**config.mk**
```make
export PLATFORM = sky130hd
export DESIGN_NAME = pdq_regif
export DESIGN_NICKNAME = d
export VERILOG_FILES = /design/src/rtl/pdq_pkg.sv /design/src/rtl/pdq_desc_ring.sv /design/src/rtl/pdq_regfile.sv /design/src/rtl/pdq_regif.sv
export SDC_FILE = /design/constraint.sdc
export NUM_CORES = 1
export LEC_CHECK = 0
export CORE_MARGIN = 5
export CORE_UTILIZATION = 30
export DETAILED_ROUTE_END_ITERATION = 16
export DONT_BUFFER_PORTS = 1
export GPL_ROUTABILITY_DRIVEN = 0
export GPL_TIMING_DRIVEN = 0
export SYNTH_ARGS = -nofsm -noshare
export SYNTH_HDL_FRONTEND = slang
export SYNTH_SLANG_ARGS = --single-unit
```
**constraint.sdc**
```tcl
create_clock -name clk -period 4.45 [get_ports clk]
set_input_delay 0.2225 -clock clk [delete_from_list [all_inputs] [get_ports clk]]
set_output_delay 0.2225 -clock clk [all_outputs]
set_load 0.1 [all_outputs]
```
**src/rtl/pdq_pkg.sv**
```systemverilog
package pdq_pkg;

   localparam int unsigned REG_DATA_W = 32;
   localparam int unsigned REG_IDX_W  = 3;

   typedef enum logic [REG_IDX_W-1:0] {
      RI_TX_LEN  = 3'd0,
      RI_TX_QUE  = 3'd1,
      RI_RX_LEN  = 3'd2,
      RI_RX_QUE  = 3'd3,
      RI_STATUS  = 3'd4,
      RI_CAPAC   = 3'd5
   } reg_idx_e;

   localparam int unsigned ST_TX_AVAIL = 0;
   localparam int unsigned ST_RX_AVAIL = 1;
   localparam int unsigned ST_TX_OVF   = 2;
   localparam int unsigned ST_RX_OVF   = 3;
   localparam int unsigned ST_TX_OCC   = 8;
   localparam int unsigned ST_RX_OCC   = 16;
   localparam int unsigned ST_OCC_W    = 8;

endpackage

```
**src/rtl/pdq_desc_ring.sv**
```systemverilog
module pdq_desc_ring #(
   parameter int unsigned ADDR_W    = 32,
   parameter int unsigned LEN_W     = 16,
   parameter int unsigned STAT_W    = 8,
   parameter int unsigned DEPTH     = 4,
   parameter bit          STORE_LEN = 1'b0,
   localparam int unsigned IDX_W    = $clog2(DEPTH),
   localparam int unsigned PTR_W    = IDX_W + 1
) (
   input  logic              clk,
   input  logic              rst_n,
   input  logic              push_i,
   input  logic [ADDR_W-1:0] push_addr_i,
   input  logic [LEN_W-1:0]  push_len_i,
   input  logic              pop_i,
   input  logic              req_allow_i,
   input  logic              req_ready_i,
   output logic              req_valid_o,
   output logic [ADDR_W-1:0] req_addr_o,
   output logic [LEN_W-1:0]  req_len_o,
   input  logic              cpl_valid_i,
   input  logic [STAT_W-1:0] cpl_status_i,
   input  logic [LEN_W-1:0]  cpl_len_i,
   output logic              head_valid_o,
   output logic [STAT_W-1:0] head_status_o,
   output logic [LEN_W-1:0]  head_len_o,
   output logic [PTR_W-1:0]  count_o,
   output logic              overflow_o
);

   logic [PTR_W-1:0]  wr_ptr, iss_ptr, done_ptr, rd_ptr;
   logic [ADDR_W-1:0] addr_mem [DEPTH];
   logic [LEN_W-1:0]  len_mem  [DEPTH];
   logic [STAT_W-1:0] stat_mem [DEPTH];

   logic full, pend, fire, cpl_ok, push_ok, pop_ok;
   logic [IDX_W-1:0] wr_idx, iss_idx, done_idx, rd_idx;

   assign wr_idx   = wr_ptr[IDX_W-1:0];
   assign iss_idx  = iss_ptr[IDX_W-1:0];
   assign done_idx = done_ptr[IDX_W-1:0];
   assign rd_idx   = rd_ptr[IDX_W-1:0];

   assign count_o      = wr_ptr - rd_ptr;
   assign full         = (count_o == PTR_W'(DEPTH));
   assign pend         = (iss_ptr != wr_ptr);
   assign head_valid_o = (rd_ptr != done_ptr);
   assign push_ok      = push_i && !full;
   assign pop_ok       = pop_i && head_valid_o;
   assign fire         = pend && req_allow_i && req_ready_i;
   assign cpl_ok       = cpl_valid_i && (done_ptr != iss_ptr);

   assign req_valid_o   = pend && req_allow_i;
   assign req_addr_o    = addr_mem[iss_idx];
   assign req_len_o     = len_mem[iss_idx];
   assign head_status_o = stat_mem[rd_idx];

   always_ff @(posedge clk) begin
      if (!rst_n) begin
         wr_ptr     <= '0;
         iss_ptr    <= '0;
         done_ptr   <= '0;
         rd_ptr     <= '0;
         overflow_o <= 1'b0;
      end else begin
         if (push_ok)          wr_ptr   <= wr_ptr + 1'b1;
         if (fire)             iss_ptr  <= iss_ptr + 1'b1;
         if (cpl_ok)           done_ptr <= done_ptr + 1'b1;
         if (pop_ok)           rd_ptr   <= rd_ptr + 1'b1;
         if (push_i && full)   overflow_o <= 1'b1;
      end
   end

   always_ff @(posedge clk) begin
      if (push_ok) begin
         addr_mem[wr_idx] <= push_addr_i;
         len_mem[wr_idx]  <= push_len_i;
      end
      if (cpl_ok) stat_mem[done_idx] <= cpl_status_i;
   end

   generate
      if (STORE_LEN) begin : g_rlen
         logic [LEN_W-1:0] rlen_mem [DEPTH];
         always_ff @(posedge clk) begin
            if (cpl_ok) rlen_mem[done_idx] <= cpl_len_i;
         end
         assign head_len_o = rlen_mem[rd_idx];
      end else begin : g_no_rlen
         logic unused_cpl_len;
         assign unused_cpl_len = ^cpl_len_i;
         assign head_len_o     = '0;
      end
   endgenerate

   // occupancy never exceeds the ring size
   p_occ_bound_r7: assert property (@(posedge clk) disable iff (!rst_n)
      count_o <= PTR_W'(DEPTH));

   // a push into a full ring leaves the write side untouched and flags it
   p_full_drop_r7: assert property (@(posedge clk) disable iff (!rst_n)
      (push_i && count_o == PTR_W'(DEPTH)) |=> (overflow_o && wr_ptr == $past(wr_ptr)));

   // overflow is sticky
   p_ovf_sticky_r7: assert property (@(posedge clk) disable iff (!rst_n)
      overflow_o |=> overflow_o);

   // an accepted pop advances the read side by exactly one
   p_pop_step_r5: assert property (@(posedge clk) disable iff (!rst_n)
      (pop_i && head_valid_o) |=> (rd_ptr == PTR_W'($past(rd_ptr) + 1'b1)));

   // an offered descriptor that is not taken stays offered, unchanged
   p_req_hold_r2: assert property (@(posedge clk) disable iff (!rst_n)
      (pend && !(req_allow_i && req_ready_i)) |=> (pend && $stable(req_addr_o) && $stable(req_len_o)));

endmodule

```
**src/rtl/pdq_regfile.sv**
```systemverilog
module pdq_regfile
   import pdq_pkg::*;
#(
   parameter int unsigned ADDR_W = 32,
   parameter int unsigned LEN_W  = 16,
   parameter int unsigned STAT_W = 8,
   parameter int unsigned DEPTH  = 4,
   parameter int unsigned PTR_W  = 3
) (
   input  logic                  clk,
   input  logic                  rst_n,
   input  logic                  reg_wr,
   input  logic                  reg_rd,
   input  logic [REG_IDX_W-1:0]  reg_addr,
   input  logic [REG_DATA_W-1:0] reg_wdata,
   output logic [REG_DATA_W-1:0] reg_rdata,
   output logic [LEN_W-1:0]      tx_len_o,
   output logic [LEN_W-1:0]      rx_len_o,
   output logic                  tx_push_o,
   output logic                  rx_push_o,
   output logic                  tx_pop_o,
   output logic                  rx_pop_o,
   input  logic                  tx_head_valid_i,
   input  logic [STAT_W-1:0]     tx_head_status_i,
   input  logic                  rx_head_valid_i,
   input  logic [STAT_W-1:0]     rx_head_status_i,
   input  logic [LEN_W-1:0]      rx_head_len_i,
   input  logic [PTR_W-1:0]      tx_count_i,
   input  logic [PTR_W-1:0]      rx_count_i,
   input  logic                  tx_ovf_i,
   input  logic                  rx_ovf_i
);

   reg_idx_e idx;
   logic [REG_DATA_W-1:0] status_word;

   assign idx       = reg_idx_e'(reg_addr);
   assign tx_push_o = reg_wr && (idx == RI_TX_QUE);
   assign rx_push_o = reg_wr && (idx == RI_RX_QUE);
   assign tx_pop_o  = reg_rd && (idx == RI_TX_QUE);
   assign rx_pop_o  = reg_rd && (idx == RI_RX_QUE);

   always_ff @(posedge clk) begin
      if (!rst_n) begin
         tx_len_o <= '0;
         rx_len_o <= '0;
      end else if (reg_wr) begin
         if (idx == RI_TX_LEN) tx_len_o <= reg_wdata[LEN_W-1:0];
         if (idx == RI_RX_LEN) rx_len_o <= reg_wdata[LEN_W-1:0];
      end
   end

   always_comb begin
      status_word = '0;
      status_word[ST_TX_AVAIL] = tx_head_valid_i;
      status_word[ST_RX_AVAIL] = rx_head_valid_i;
      status_word[ST_TX_OVF]   = tx_ovf_i;
      status_word[ST_RX_OVF]   = rx_ovf_i;
      status_word[ST_TX_OCC +: ST_OCC_W] = ST_OCC_W'(tx_count_i);
      status_word[ST_RX_OCC +: ST_OCC_W] = ST_OCC_W'(rx_count_i);
   end

   always_comb begin
      reg_rdata = '0;
      if (reg_rd) begin
         case (idx)
            RI_TX_QUE: if (tx_head_valid_i) reg_rdata = REG_DATA_W'(tx_head_status_i);
            RI_RX_QUE: if (rx_head_valid_i) reg_rdata = REG_DATA_W'(rx_head_status_i);
            RI_RX_LEN: if (rx_head_valid_i) reg_rdata = REG_DATA_W'(rx_head_len_i);
            RI_STATUS: reg_rdata = status_word;
            RI_CAPAC:  reg_rdata = REG_DATA_W'(DEPTH);
            default:   reg_rdata = '0;
         endcase
      end
   end

   // popping an empty completion queue reads as zero
   p_empty_pop_zero_r5: assert property (@(posedge clk) disable iff (!rst_n)
      (tx_pop_o && !tx_head_valid_i) |-> (reg_rdata == '0));

endmodule

```
**src/rtl/pdq_regif.sv**
```systemverilog
module pdq_regif
   import pdq_pkg::*;
#(
   parameter int unsigned ADDR_W = 32,
   parameter int unsigned LEN_W  = 16,
   parameter int unsigned STAT_W = 8,
   parameter int unsigned DEPTH  = 4,
   localparam int unsigned PTR_W = $clog2(DEPTH) + 1
) (
   input  logic              clk,
   input  logic              rst_n,
   input  logic              reg_wr,
   input  logic              reg_rd,
   input  logic [2:0]        reg_addr,
   input  logic [31:0]       reg_wdata,
   output logic [31:0]       reg_rdata,
   output logic              tx_req_valid,
   input  logic              tx_req_ready,
   output logic [ADDR_W-1:0] tx_req_addr,
   output logic [LEN_W-1:0]  tx_req_len,
   input  logic              tx_cpl_valid,
   input  logic [STAT_W-1:0] tx_cpl_status,
   input  logic              rx_pkt_present,
   output logic              rx_req_valid,
   input  logic              rx_req_ready,
   output logic [ADDR_W-1:0] rx_req_addr,
   output logic [LEN_W-1:0]  rx_req_len,
   input  logic              rx_cpl_valid,
   input  logic [STAT_W-1:0] rx_cpl_status,
   input  logic [LEN_W-1:0]  rx_cpl_len
);

   generate
      if (DEPTH < 2 || (DEPTH & (DEPTH - 1)) != 0 || DEPTH > 128) begin : g_bad_depth
         $error("DEPTH must be a power of two between 2 and 128");
      end
      if (ADDR_W > REG_DATA_W || LEN_W > REG_DATA_W || STAT_W > REG_DATA_W) begin : g_bad_width
         $error("address, length and status fields must fit the register word");
      end
   endgenerate

   logic [LEN_W-1:0]  tx_len, rx_len;
   logic              tx_push, rx_push, tx_pop, rx_pop;
   logic              tx_hv, rx_hv, tx_ovf, rx_ovf;
   logic [STAT_W-1:0] tx_hs, rx_hs;
   logic [LEN_W-1:0]  tx_hl, rx_hl;
   logic [PTR_W-1:0]  tx_cnt, rx_cnt;

   pdq_regfile #(
      .ADDR_W(ADDR_W), .LEN_W(LEN_W), .STAT_W(STAT_W), .DEPTH(DEPTH), .PTR_W(PTR_W)
   ) u_regs (
      .clk, .rst_n, .reg_wr, .reg_rd, .reg_addr, .reg_wdata, .reg_rdata,
      .tx_len_o(tx_len), .rx_len_o(rx_len),
      .tx_push_o(tx_push), .rx_push_o(rx_push), .tx_pop_o(tx_pop), .rx_pop_o(rx_pop),
      .tx_head_valid_i(tx_hv), .tx_head_status_i(tx_hs),
      .rx_head_valid_i(rx_hv), .rx_head_status_i(rx_hs), .rx_head_len_i(rx_hl),
      .tx_count_i(tx_cnt), .rx_count_i(rx_cnt), .tx_ovf_i(tx_ovf), .rx_ovf_i(rx_ovf)
   );

   pdq_desc_ring #(
      .ADDR_W(ADDR_W), .LEN_W(LEN_W), .STAT_W(STAT_W), .DEPTH(DEPTH), .STORE_LEN(1'b0)
   ) u_tx_ring (
      .clk, .rst_n,
      .push_i(tx_push), .push_addr_i(reg_wdata[ADDR_W-1:0]), .push_len_i(tx_len),
      .pop_i(tx_pop), .req_allow_i(1'b1), .req_ready_i(tx_req_ready),
      .req_valid_o(tx_req_valid), .req_addr_o(tx_req_addr), .req_len_o(tx_req_len),
      .cpl_valid_i(tx_cpl_valid), .cpl_status_i(tx_cpl_status), .cpl_len_i('0),
      .head_valid_o(tx_hv), .head_status_o(tx_hs), .head_len_o(tx_hl),
      .count_o(tx_cnt), .overflow_o(tx_ovf)
   );

   pdq_desc_ring #(
      .ADDR_W(ADDR_W), .LEN_W(LEN_W), .STAT_W(STAT_W), .DEPTH(DEPTH), .STORE_LEN(1'b1)
   ) u_rx_ring (
      .clk, .rst_n,
      .push_i(rx_push), .push_addr_i(reg_wdata[ADDR_W-1:0]), .push_len_i(rx_len),
      .pop_i(rx_pop), .req_allow_i(rx_pkt_present), .req_ready_i(rx_req_ready),
      .req_valid_o(rx_req_valid), .req_addr_o(rx_req_addr), .req_len_o(rx_req_len),
      .cpl_valid_i(rx_cpl_valid), .cpl_status_i(rx_cpl_status), .cpl_len_i(rx_cpl_len),
      .head_valid_o(rx_hv), .head_status_o(rx_hs), .head_len_o(rx_hl),
      .count_o(rx_cnt), .overflow_o(rx_ovf)
   );

   logic unused_tx_hl;
   assign unused_tx_hl = ^tx_hl;

   // a receive descriptor is handed off only while a packet waits
   p_rx_handoff_gate_r3: assert property (@(posedge clk) disable iff (!rst_n)
      (rx_req_valid && rx_req_ready) |-> (rx_pkt_present && rx_cnt != '0));

endmodule

```
==> run_results.csv <==
group,metric,value,unit
layout,final_cell_count_no_fill,2256,
placed_design,dp.cells,2077,
yosys,syn_avg_cell_area,19.9,um2
pwr,p_leak,8.14,nW
clocking,cts_buffers,55,
die,start_util,0.302,
sta,slew_viol_final,0,
yosys,syn_inst,1103,
critical_path,reg2reg_depth,8,
pwr,power_density,440,nW/um2
placed_design,hpwl,33500,um
die,coreArea,72800,um2
pwr,p_total,0.0114,W
sta,slew_headroom,0.0982,
die,fp-row-count,99,
pwr,clkPwrFrac,0.407,
yosys,yosys-top-cells-area,"edfxtp_1 (70%), mux4_2 (13%), dfxtp_1 (6.0%), nand2_1 (1.4%), ha_1 (1.3%)",
layout,syn_to_final_growth,17.7,%
pwr,vdd_ir_drop_max,0.000323,V
clocking,h-tree-depth,2,
sta,worst_pin_slew,1350,ps
routing,avgRoutedWirePerCell,22.5,um
sta,finalHoldViolations,0,
critical_path,slowest_stage,"a21oi_2",
sta,finalSetupViolCount,0,
clocking,ctsRootBufferMaster,"clkbuf_16",
yosys,post-synth-top-area-cell,"edfxtp_1",
yosys,synth_warnings,0,
yosys,synth-xor-area-share,0.0132,
critical_path,cpLargestDelayFamily,"compound AO/OA/AOI/OAI gates",
global_route,grt_util_all_layers,0.125,
clocking,cts_setup_buffers,0,
yosys,synthTopCellsByCount,"edfxtp_1 (512), mux4_2 (127), nand2_1 (80)",
yosys,ys_seq_area_frac,0.759,
critical_path,worstSetupPathType,"register to output pin",
global_route,grt-ovfl-total,0,
critical_path,critPathArrivalTime,3310,ps
pwr,power_frac_comb,0.070,
sta,rsz0062_at_grt,"false",
run,cap_violations,0,
routing,first_pass_iters,7,
critical_path,crit_buf_inv,1,
pwr,p_int,0.00872,W
clocking,cts_tree,"yes",
critical_path,end_kind,"output pin",
layout,drive_above_1_share,0.207,
yosys,synth_simple_gate_area_frac,0.0392,
sta,clock.fmax,283,MHz
sta,period_share,0.793,
global_route,grt_pass1_vias,10997,
pwr,pwr-share-seq,0.523,
yosys,async_flop_share,0,
critical_path,cp_max_fo,4,
clocking,cts_buffer_depth,3,
yosys,synthDominantCellAreaShare,0.699,
routing,vias,10701,
critical_path,worstPathCellList,"inv_1, ha_1, fa_1, xnor3_1, or3_1, a21oi_2",
clocking,cts.repair.resized,0,
global_route,grt_pass1_wl,74000,um
global_route,grt_start_max_net_pins,49,
placed_design,numPortBuffers,0,
layout,fillers,6812,
die,die_h,281,um
sta,tns,0,ps
yosys,synth_edf_count,512,
routing,viasPerCell,4.74,
critical_path,required,4230,ps
clocking,clkSlewWorstSetupHoldPaths,70,ps
layout,multiInputGateArea,5040,um2
yosys,synth_area,22000,um2
critical_path,cp_slowest_stage_delay,960,ps
clocking,clock_latency,620,ps
die,die_w,281,um
die,io_pins,206,
yosys,dominantRegCellSynth,"edfxtp_1",
yosys,synth_compound_area_frac,0.0202,
sta,whs,48.7,ps
min_path,holdPathStages,3,
clocking,cts.sinks,578,
routing,drt_iter0_drc,684,
pwr,switching_power,0.00266,W
layout,register_area,16700,um2
outcome,status,"finished clean",
layout,nets,1348,
critical_path,start_kind,"register",
routing,drc,0,
yosys,muxShareOfSynthArea,0.137,
routing,ant_nets,0,
global_route,antenna_found_initial,7,
pwr,switching_share,0.234,
routing,routed_wl,50800,um
critical_path,cp.depth,6,
layout,final_util,0.356,
min_path,hp-class,"input port to register",
yosys,ys_types,50,
sta,clock-skew-final,38.0,ps
yosys,synth_top_family_by_area,"multiplexers",
yosys,synth_fa_ha_area_frac,0.0143,
yosys,yosysMostFrequentCell,"edfxtp_1",
die,dieArea,78900,um2
yosys,synth_seq_cells,578,
sta,min_period,3530,ps
==> cell type report <==
cell class / count / share of cell area
diodes: 4 / 0.000386
clock buffers: 65 / 0.0558
clock inverters: 37 / 0.0135
plain buffers: 61 / 0.0123
inverters: 13 / 0.00188
flip-flops and latches: 578 / 0.645
well taps: 959 / 0.0463
multi-input cells: 463 / 0.195
repair buffers: 76 / 0.0305
==> cell families after synthesis <==
logic type               after synthesis
adder cells (fa/ha/maj)               24
AND/OR/NAND/NOR                      179
other                                  1
multiplexers                         143
buffers and inverters                 74
XOR/XNOR                              30
flip-flops                           578
AO/OA/AOI/OAI                         74
==> metrics by stage <==
step / setup WS, ps / area (um2)
after global placement: -1.23 / 23200
after global routing: 803 / 25900
final: 920 / 25900
after floorplan: 1060 / 22000
after CTS: 876 / 25900
after detailed placement: 1230 / 23400
==> worst min-delay path: stages <==
cell	delay, ps
clkbuf_1	210
nand2_1	130
o21ai_1	50
==> path summary, 6_finish.rpt <==
path                        startpoint                       end  slack (ps)
setup / recovery   u_tx_ring.wr_ptr[0]             reg_rdata[10]         920
hold / removal                   rst_n     u_rx_ring.done_ptr[2]          50
setup reg to reg   u_rx_ring.wr_ptr[0]  u_rx_ring.addr_mem[2][9]        1240
hold reg to reg   u_tx_ring.overflow_o      u_tx_ring.overflow_o         490
==> power groups by stage <==
stage	logic [W]	clock network, W	registers, W
floorplan	0.000604	0	0.00606
global placement	0.000696	0	0.00607
detailed placement	0.000702	0	0.00607
CTS	0.000813	0.00473	0.00595
global route	0.000837	0.00497	0.00595
finish	0.000798	0.00463	0.00595
==> timing repair <==
| action | in CTS | in global routing |
|---|---|---|
| endpoints found under the hold margin | 433 | 0 |
| endpoints found under the setup margin | 0 | 0 |
| hold buffers | 73 | 0 |
==> flip-flops by register name (all words and copies together) (netlist names), 3 cells and up, named ones only <==
signal and cells:
u_rx_ring.len_mem 64, u_tx_ring.done_ptr 3, u_tx_ring.wr_ptr 3, u_rx_ring.rd_ptr 3, u_rx_ring.wr_ptr 3, u_rx_ring.done_ptr 3
u_tx_ring.iss_ptr 3, u_regs.tx_len_o 16, u_rx_ring.addr_mem 128, u_regs.rx_len_o 16, u_tx_ring.stat_mem 32, u_rx_ring.stat_mem 32
u_rx_ring.g_rlen.rlen_mem 64, u_tx_ring.addr_mem 128, u_tx_ring.rd_ptr 3, u_rx_ring.iss_ptr 3, u_tx_ring.len_mem 64
==> layout by cell type (no fill, tap or decap), types with 6 or more instances in the layout <==
cell type	Yosys	layout
nand3_1	16	16
clkbuf_1	23	31
xnor2_1	6	6
dfxtp_1	66	66
and3_1	8	8
clkinv_2	0	9
mux2i_1	15	15
clkbuf_16	0	56
and2_1	15	8
xor2_1	22	22
edfxtp_1	512	512
buf_4	14	14
ha_1	22	22
nor2_1	27	22
dlygate4sd3_1	0	73
nand2_1	80	80
conb_1	1	13
or3_1	8	8
clkinv_1	0	14
a21oi_1	44	41
mux4_2	127	127
buf_2	18	18
inv_1	12	11
==> layer usage <==
metal / vias to the layer above / global-route usage / routed length (um)
li1: 4703 / - / -
met1: 5597 / 0.165 / 21100
met2: 323 / 0.199 / 23900
met3: 70 / 0.0472 / 4830
met4: 8 / 0.0276 / 914
met5: - / 0 / 49
(Power assumes the default switching activity.)
